**config.mk**
```make
export PLATFORM = sky130hd
export DESIGN_NAME = mask_render_sync
export DESIGN_NICKNAME = d
export VERILOG_FILES = /design/src/rtl/rsync_pkg.sv /design/src/rtl/dot_timer.sv /design/src/rtl/mask_capture.sv /design/src/rtl/halfdot_sync.sv /design/src/rtl/vscroll_inc.sv /design/src/rtl/mask_render_sync.sv
export SDC_FILE = /design/constraint.sdc
export NUM_CORES = 1
export LEC_CHECK = 0
export ABC_AREA = 1
export ABC_CLOCK_PERIOD_IN_PS = 1850
export BUFFER_PORTS_ARGS = -buffer_cell sky130_fd_sc_hd__buf_2
export CAP_MARGIN = 20
export CORE_MARGIN = 5
export CORE_UTILIZATION = 50
export CTS_CLUSTER_SIZE = 10
export DETAILED_ROUTE_END_ITERATION = 10
export HOLD_SLACK_MARGIN = 0.06
export PLACE_DENSITY = 0.76
export SLEW_MARGIN = 15
export SYNTH_ARGS = -nofsm -noshare
export SYNTH_HDL_FRONTEND = slang
export SYNTH_SLANG_ARGS = --single-unit
```
**constraint.sdc**
```tcl
create_clock -name clk -period 1.85 [get_ports clk]
set_input_delay 0.0925 -clock clk [delete_from_list [all_inputs] [get_ports clk]]
set_output_delay 0.0925 -clock clk [all_outputs]
set_load 0.02 [all_outputs]
```
**src/rtl/rsync_pkg.sv**
```systemverilog
package rsync_pkg;
  // Register offset decoded as the display mask, and the enable bit inside it
  localparam logic [2:0] MASK_REG_OFS = 3'd1;
  localparam int         ENABLE_BIT   = 3;

  // Pipeline stages the enable walks through
  typedef struct packed {
    logic right_ph;  // captured at end of the right half-dot
    logic left_ph;   // passed on at end of the left half-dot
    logic dot_ph;    // visible to dot-rate logic for the following dot
  } sync_stages_t;

  function automatic int cnt_w(input int n);
    return (n < 2) ? 1 : $clog2(n);
  endfunction
endpackage

```
**src/rtl/dot_timer.sv**
```systemverilog
module dot_timer #(
  parameter int CLKS_PER_DOT    = 4,
  parameter int DOTS_PER_LINE   = 341,
  parameter int LINES_PER_FRAME = 262,
  parameter int SUB_W           = 2,
  parameter int DOT_W           = 9,
  parameter int LINE_W          = 9
) (
  input  logic              clk,
  input  logic              rst,
  output logic [DOT_W-1:0]  dot_o,
  output logic [LINE_W-1:0] line_o,
  output logic              right_end_o,
  output logic              dot_end_o
);
  localparam logic [SUB_W-1:0]  SUB_LAST   = SUB_W'(CLKS_PER_DOT - 1);
  localparam logic [SUB_W-1:0]  RIGHT_LAST = SUB_W'(CLKS_PER_DOT / 2 - 1);
  localparam logic [DOT_W-1:0]  DOT_LAST   = DOT_W'(DOTS_PER_LINE - 1);
  localparam logic [LINE_W-1:0] LINE_LAST  = LINE_W'(LINES_PER_FRAME - 1);

  logic [SUB_W-1:0] sub_q;

  assign right_end_o = (sub_q == RIGHT_LAST);
  assign dot_end_o   = (sub_q == SUB_LAST);

  always_ff @(posedge clk) begin
    if (rst) begin
      sub_q  <= '0;
      dot_o  <= '0;
      line_o <= '0;
    end else begin
      sub_q <= dot_end_o ? '0 : sub_q + 1'b1;
      if (dot_end_o) begin
        if (dot_o == DOT_LAST) begin
          dot_o  <= '0;
          line_o <= (line_o == LINE_LAST) ? '0 : line_o + 1'b1;
        end else begin
          dot_o <= dot_o + 1'b1;
        end
      end
    end
  end
endmodule

```
**src/rtl/mask_capture.sv**
```systemverilog
module mask_capture #(
  parameter int ADDR_W = 3,
  parameter int DATA_W = 8
) (
  input  logic              clk,
  input  logic              rst,
  input  logic              wr_stb,
  input  logic [ADDR_W-1:0] wr_addr,
  input  logic [DATA_W-1:0] wr_data,
  output logic              raw_o
);
  import rsync_pkg::*;

  localparam logic [DATA_W-1:0] EN_MASK = DATA_W'(1) << ENABLE_BIT;

  logic stb_q;
  logic fall;
  logic hit;

  assign fall = stb_q & ~wr_stb;
  assign hit  = (wr_addr == ADDR_W'(MASK_REG_OFS));

  always_ff @(posedge clk) begin
    if (rst) begin
      stb_q <= 1'b0;
      raw_o <= 1'b0;
    end else begin
      stb_q <= wr_stb;
      if (fall && hit) raw_o <= |(wr_data & EN_MASK);
    end
  end
endmodule

```
**src/rtl/halfdot_sync.sv**
```systemverilog
module halfdot_sync (
  input  logic clk,
  input  logic rst,
  input  logic raw_i,
  input  logic right_end_i,
  input  logic dot_end_i,
  output logic en_dot_o
);
  import rsync_pkg::*;

  sync_stages_t st_q;

  always_ff @(posedge clk) begin
    if (rst) begin
      st_q <= '0;
    end else begin
      if (right_end_i) st_q.right_ph <= raw_i;
      if (dot_end_i) begin
        st_q.left_ph <= st_q.right_ph;
        st_q.dot_ph  <= st_q.left_ph;
      end
    end
  end

  assign en_dot_o = st_q.dot_ph;
endmodule

```
**src/rtl/vscroll_inc.sv**
```systemverilog
module vscroll_inc #(
  parameter int VISIBLE_LINES = 240,
  parameter int VINC_DOT      = 256,
  parameter int DOT_W         = 9,
  parameter int LINE_W        = 9
) (
  input  logic              clk,
  input  logic              rst,
  input  logic              dot_end_i,
  input  logic [DOT_W-1:0]  dot_i,
  input  logic [LINE_W-1:0] line_i,
  input  logic              en_dot_i,
  output logic              vinc_o
);
  localparam logic [DOT_W-1:0]  DOT_BEFORE = DOT_W'(VINC_DOT - 1);
  localparam logic [LINE_W-1:0] VIS_LIM    = LINE_W'(VISIBLE_LINES);

  always_ff @(posedge clk) begin
    if (rst) vinc_o <= 1'b0;
    else     vinc_o <= dot_end_i && (dot_i == DOT_BEFORE) &&
                       (line_i < VIS_LIM) && en_dot_i;
  end
endmodule

```
**src/rtl/mask_render_sync.sv**
```systemverilog
module mask_render_sync #(
  parameter int CLKS_PER_DOT    = 4,
  parameter int DOTS_PER_LINE   = 341,
  parameter int LINES_PER_FRAME = 262,
  parameter int VISIBLE_LINES   = 240,
  parameter int VINC_DOT        = 256,
  parameter int ADDR_W          = 3,
  parameter int DATA_W          = 8,
  localparam int SUB_W  = rsync_pkg::cnt_w(CLKS_PER_DOT),
  localparam int DOT_W  = rsync_pkg::cnt_w(DOTS_PER_LINE),
  localparam int LINE_W = rsync_pkg::cnt_w(LINES_PER_FRAME)
) (
  input  logic              clk,
  input  logic              rst,
  input  logic              wr_stb,
  input  logic [ADDR_W-1:0] wr_addr,
  input  logic [DATA_W-1:0] wr_data,
  output logic              rend_raw,
  output logic              rend_sync,
  output logic [DOT_W-1:0]  dot_cnt,
  output logic [LINE_W-1:0] scan_line,
  output logic              vinc
);
  localparam logic [LINE_W-1:0] VIS_LIM = LINE_W'(VISIBLE_LINES);

  logic right_end;
  logic dot_end;
  logic en_dot;

  dot_timer #(
    .CLKS_PER_DOT(CLKS_PER_DOT), .DOTS_PER_LINE(DOTS_PER_LINE),
    .LINES_PER_FRAME(LINES_PER_FRAME), .SUB_W(SUB_W),
    .DOT_W(DOT_W), .LINE_W(LINE_W)
  ) u_timer (
    .clk(clk), .rst(rst), .dot_o(dot_cnt), .line_o(scan_line),
    .right_end_o(right_end), .dot_end_o(dot_end)
  );

  mask_capture #(.ADDR_W(ADDR_W), .DATA_W(DATA_W)) u_cap (
    .clk(clk), .rst(rst), .wr_stb(wr_stb), .wr_addr(wr_addr),
    .wr_data(wr_data), .raw_o(rend_raw)
  );

  halfdot_sync u_sync (
    .clk(clk), .rst(rst), .raw_i(rend_raw), .right_end_i(right_end),
    .dot_end_i(dot_end), .en_dot_o(en_dot)
  );

  vscroll_inc #(
    .VISIBLE_LINES(VISIBLE_LINES), .VINC_DOT(VINC_DOT),
    .DOT_W(DOT_W), .LINE_W(LINE_W)
  ) u_vinc (
    .clk(clk), .rst(rst), .dot_end_i(dot_end), .dot_i(dot_cnt),
    .line_i(scan_line), .en_dot_i(en_dot), .vinc_o(vinc)
  );

  assign rend_sync = en_dot && (scan_line < VIS_LIM);
endmodule

```
## Yosys cells after proc, flatten, opt, wreduce, memory -nomap -nowiden

Index checks and enable logic that the tools add are counted.

- Logic and storage cells: 30
- Output and inout port bits: 21
- Bits in latches: 0
- Memory bits (writable): 0
- Input port bits: 14
- Flip-flop bits (word level): 26
- Memories kept: 0
- ROM bits: 0

- Add/sub/neg operators: 3
- Bitwise operators: 2
- Equality and inequality tests: 6
- Divide/modulo/power cells: 0
- $mul: 0
- Muxes and demuxes: 2
- Shift operators: 0
- Reduce and logical (&&, ||, !) cells: 7
- Order comparisons: 1

Operator list:

| operator | number |
|---|---|
| $add A9 B1 Y9 const B | 2 |
| $eq A9 B9 Y1 const B | 2 |
| $mux W9 | 2 |
| $eq A9 B8 Y1 const B | 1 |
| $lt A9 B8 Y1 const B | 1 |
| $logic_and A1 B1 Y1 | 5 |
| $eq A3 B1 Y1 const B | 1 |
| $add A2 B1 Y2 const B | 1 |
| $eq A2 B1 Y1 const B | 1 |
| $eq A2 B2 Y1 const B | 1 |
| $reduce_and A2 Y1 | 1 |
| $reduce_or A2 Y1 | 1 |
| $and A1 B1 Y1 | 1 |
| $not A1 Y1 | 1 |

## Logic depth before layout (Yosys ltp)

- Depth in word-level cells: 4
- Depth in mapped cells: 11
- Gate-level depth less buffers: 11

## Modules after synthesis

A second synthesis with hierarchy kept.

- Cells, all modules: 238
- Area, all modules: 1531.5 um^2

Modules (own cells, without submodules):

| module | times used | cells each | seq. area each (um^2) | area an instance (um^2) |
|---|---|---|---|---|
| dot_timer | 1 | 176 | 400.4 | 1183.6 |
| halfdot_sync | 1 | 19 | 60.1 | 125.1 |
| mask_capture | 1 | 16 | 40.0 | 102.6 |
| vscroll_inc | 1 | 21 | 20.0 | 97.6 |
| mask_render_sync | 1 | 6 | 0.0 | 22.5 |

## Least setup slack after synthesis

OpenSTA, ideal clock, no wires.

- Path type: reg2reg
- From: register u_timer.dot_o[0]
- To: register u_timer.dot_o[8]
- Data arrival time: 1486 ps
- Clock period less this slack: 1560 ps
- Setup time: 74 ps
- Slack: 290 ps
- Required time: 1776 ps
- Path buffers: 0
- Stages on the path, launching flop included: 10
- Path through: dfxtp_1 ha_1 nand2_1 nor3_1 nand2_1 nor2_1 ha_1 nor2_1 nand2_1 o21ai_0

- Longest elaborated chain between the ends: 2
- Elaborated cells on any way between the ends: 3
- Classes of those cells: add/sub: 1; eq/ne: 1; mux: 1

Ends and longest elaborated chain:

| element | line | text |
|---|---|---|
| start, declared | dot_timer.sv:11 | `output logic [DOT_W-1:0] dot_o,` |
| start signal, assigned | dot_timer.sv:38 | `dot_o <= dot_o + 1'b1;` |
| $add A9 B1 Y9 / $eq A9 B9 Y1 (equally long branches) | dot_timer.sv:38, dot_timer.sv:34 |  |
| $mux W9 * | dot_timer.sv:34 | `if (dot_o == DOT_LAST) begin` |

Mark *: on every way between the ends. The rest lies on a longest branch, timed or not.
A chain may end at the register's enable or synchronous reset.

## Worst setup path after layout

Same ends and word-level chain as after synthesis.

==> impl_metrics.ini <==
[timing]
setup_ws_ns = 0.292
worst_pin_slew_ns = 0.397
fin_skew_ns = 0.00360
setup_tns_ns = 0
setup_viol = 0
max-slew-margin-rel = 0.734
fin_hold_ws_ns = 0.144
period_share = 0.842
hold_violations = 0
drv_slew = 0
grt_setup_unrepaired = no
max_freq_mhz = 642
min_period_ns = 1.56

[critical_path]
path_cells = ha_1, nand2_1, nor3_1, nand2_1, nor2_1, ha_1, nor2_1, nand2_1, o21ai_0
cp-end-kind = flip-flop
crit_path_start_kind = flip-flop
slowest_delay_ns = 0.42
cp_max_fo = 5
crit_type = flip-flop to flip-flop
cpLargestDelayFamily = simple AND/OR/NAND/NOR gates
cp.buffers_inverters = 0
crit_slowest_cell = dfxtp_1
required_ns = 2.11
arrival_ns = 1.82
crit_top_cell = nand2_1

[drt]
num_vias = 1292
drt_pass1_iterations = 4
post-route-drc-count = 0
viasPerCell = 4.89
wl_per_cell_um = 10.6
drtIter0Drc = 43
drt-total-wl_um = 2810
postRouteAntennaNets = 0

[floorplanning]
fp.coreArea_sq_um = 2690
pin_count = 35
die_w_um = 62.3
die_area_sq_um = 3880
die_h_um = 62.3
num_rows = 19
start_util = 0.509

[global_routing]
antenna_found_initial = 0
grtUsageTotal = 0.150
first_global_vias = 1214
grt_pass1_wl_um = 5020
grt_remaining_overflow = 0
grt_max_degree = 16

[power]
vdd_drop_max_uv = 507
pwr_density_cell_nw_per_um2 = 627
p_leak_uw = 0.000773

[synth]
synth.area.mux_share = 0
synth_seq_cells = 26
syn_area_sq_um = 1370
syn_inst = 198
synthSimpleGateAreaFrac = 0.387
synth_top_family_by_area = simple AND/OR/NAND/NOR gates
synthAdderAreaFrac = 0.0641
ys_types = 26
synth_xor_area_frac = 0.0128
postSynthAreaPerCell_sq_um = 6.90
synth_compound_area_frac = 0.0641
synth-seq-area-share = 0.381
ys_warn_count = 0
synth_nets = 219

[clock_tree]
clock_latency_ns = 0.32
cts_made_buffers = 3
clkSinkCount = 26
hold_buffers = 5
cts.clk_slew.worst_paths_ns = 0.14
cts_tree = yes
htreeDepth = 1
cts-root-buf = clkbuf_4
clk_path_buf_depth = 2
cts_resized = 0
cts_setup_buffers = 0

[hold_path]
hold_class = primary input to flip-flop

[placed_design]
place_ws_ns = 0.299
postPlaceCellArea_sq_um = 1540
dp_hpwl_um = 2150
port_buffers = 27
gp_congestion = 0.791

[final_layout]
areaGrowthSynthToFinish_pct = 20.1
final_nets = 255
diodes = 0
layout-drive-gt1-share = 0.185
finalInstanceArea_sq_um = 1640
post-route-util = 0.611
fillers = 278

[flow_run]
drv_cap = 0

[status]
outcome = completed
## worst register-to-register path, cell delays in order, from the launching register on
cell and delay [ns]:
dfxtp_1 0.42, ha_1 0.19, nand2_1 0.07, nor3_1 0.19, nand2_1 0.07, nor2_1 0.10
ha_1 0.23, nor2_1 0.10, nand2_1 0.06, o21ai_0 0.06
## report_power, final
group	internal, uW	leakage [uW]	switching, uW
clock	219	0.0000279	167
sequential	569	0.000210	6.30
combinational	27.4	0.000535	40.4
total	815	0.000773	214
## cell usage after synthesis
library cell | instances | area, sq um
o21ai_0 | 4 | 20.0
nand2_2 | 1 | 6.26
dfxtp_1 | 26 | 521
clkinv_2 | 1 | 5.00
nand3_4 | 1 | 17.5
o21ai_1 | 1 | 5.00
o22ai_1 | 2 | 12.5
nor2_2 | 1 | 6.26
nand2_4 | 1 | 11.3
nand4_1 | 8 | 50.1
inv_2 | 1 | 3.75
nand2_1 | 60 | 225
inv_1 | 26 | 97.6
nor2_4 | 3 | 33.8
buf_4 | 1 | 7.51
nor4b_1 | 1 | 8.76
nor3_1 | 2 | 10.0
a21oi_1 | 10 | 50.1
nor3b_1 | 1 | 7.51
nand3b_1 | 2 | 15.0
buf_2 | 2 | 10.0
nor2_1 | 27 | 101
nand3_1 | 6 | 30.0
ha_1 | 7 | 87.6
or2_2 | 1 | 6.26
xor2_1 | 2 | 17.5
## registers in the layout (all words and copies together) (netlist names)
name             flops
u_cap.stb_q          1
u_timer.dot_o        9
u_timer.sub_q        2
u_sync.st_q          2
u_cap.raw_o          1
u_timer.line_o       9
u_sync.en_dot_o      1
u_vinc.vinc_o        1
## path summary, 6_finish.rpt
kind / startpoint / endpoint / slack (ns) / cells after the start
worst max-delay path: u_timer.dot_o[0] / u_timer.dot_o[8] / 0.29 / 9
worst min register to register: u_timer.sub_q[0] / u_timer.sub_q[0] / 0.47 / 1
worst max register to register: u_timer.dot_o[0] / u_timer.dot_o[8] / 0.29 / 9
worst min-delay path: wr_addr[1] / u_cap.raw_o / 0.14 / 5
## layer usage
layer	vias to the layer above	track usage	routed length, um
li1	693	-	-
met1	570	0.179	1300
met2	25	0.273	1350
met3	4	0.0252	134
met4	0	0.0398	20
met5	-	0	0
## cell type report
type | count | area (sq um) | share of cell area
inverters | 28 | 106 | 0.0648
well taps | 31 | 38.8 | 0.0236
clock buffers | 3 | 22.5 | 0.0137
clock inverters | 1 | 30.0 | 0.0183
flip-flops and latches | 26 | 520 | 0.317
repair buffers | 34 | 200 | 0.122
multi-input cells | 141 | 722 | 0.440
## metrics by stage
stage	power, uW	cells
after global placement	647	255
after detailed placement	649	255
after global routing	1080	264
after CTS	1050	264
final	1030	264
after floorplan	630	198
## placed cells by master, fill, tap and decap left out
master	instances
nor2_1	27
inv_2	1
dfxtp_1	26
nor3b_1	1
or2_2	1
nand3b_1	2
xor2_1	2
buf_4	2
nor4b_1	1
nor2_2	1
nand3_1	6
dlygate4sd3_1	5
clkbuf_4	3
ha_1	7
nand4_1	8
nand2_1	60
a21oi_1	10
o22ai_1	2
nor2_4	3
nand3_4	1
nand2_2	1
nor3_1	2
inv_1	26
bufinv_16	1
clkinv_2	1
o21ai_1	1
buf_2	27
nand2_4	1
o21ai_0	4
## logic make-up after synthesis
| group | Yosys count |
|---|---|
| AO/OA/AOI/OAI | 17 |
| XOR/XNOR | 2 |
| adder cells (fa/ha/maj) | 7 |
| buffers and inverters | 31 |
| flip-flops | 26 |
| AND/OR/NAND/NOR | 115 |
Power figures use the tool's default switching activity.
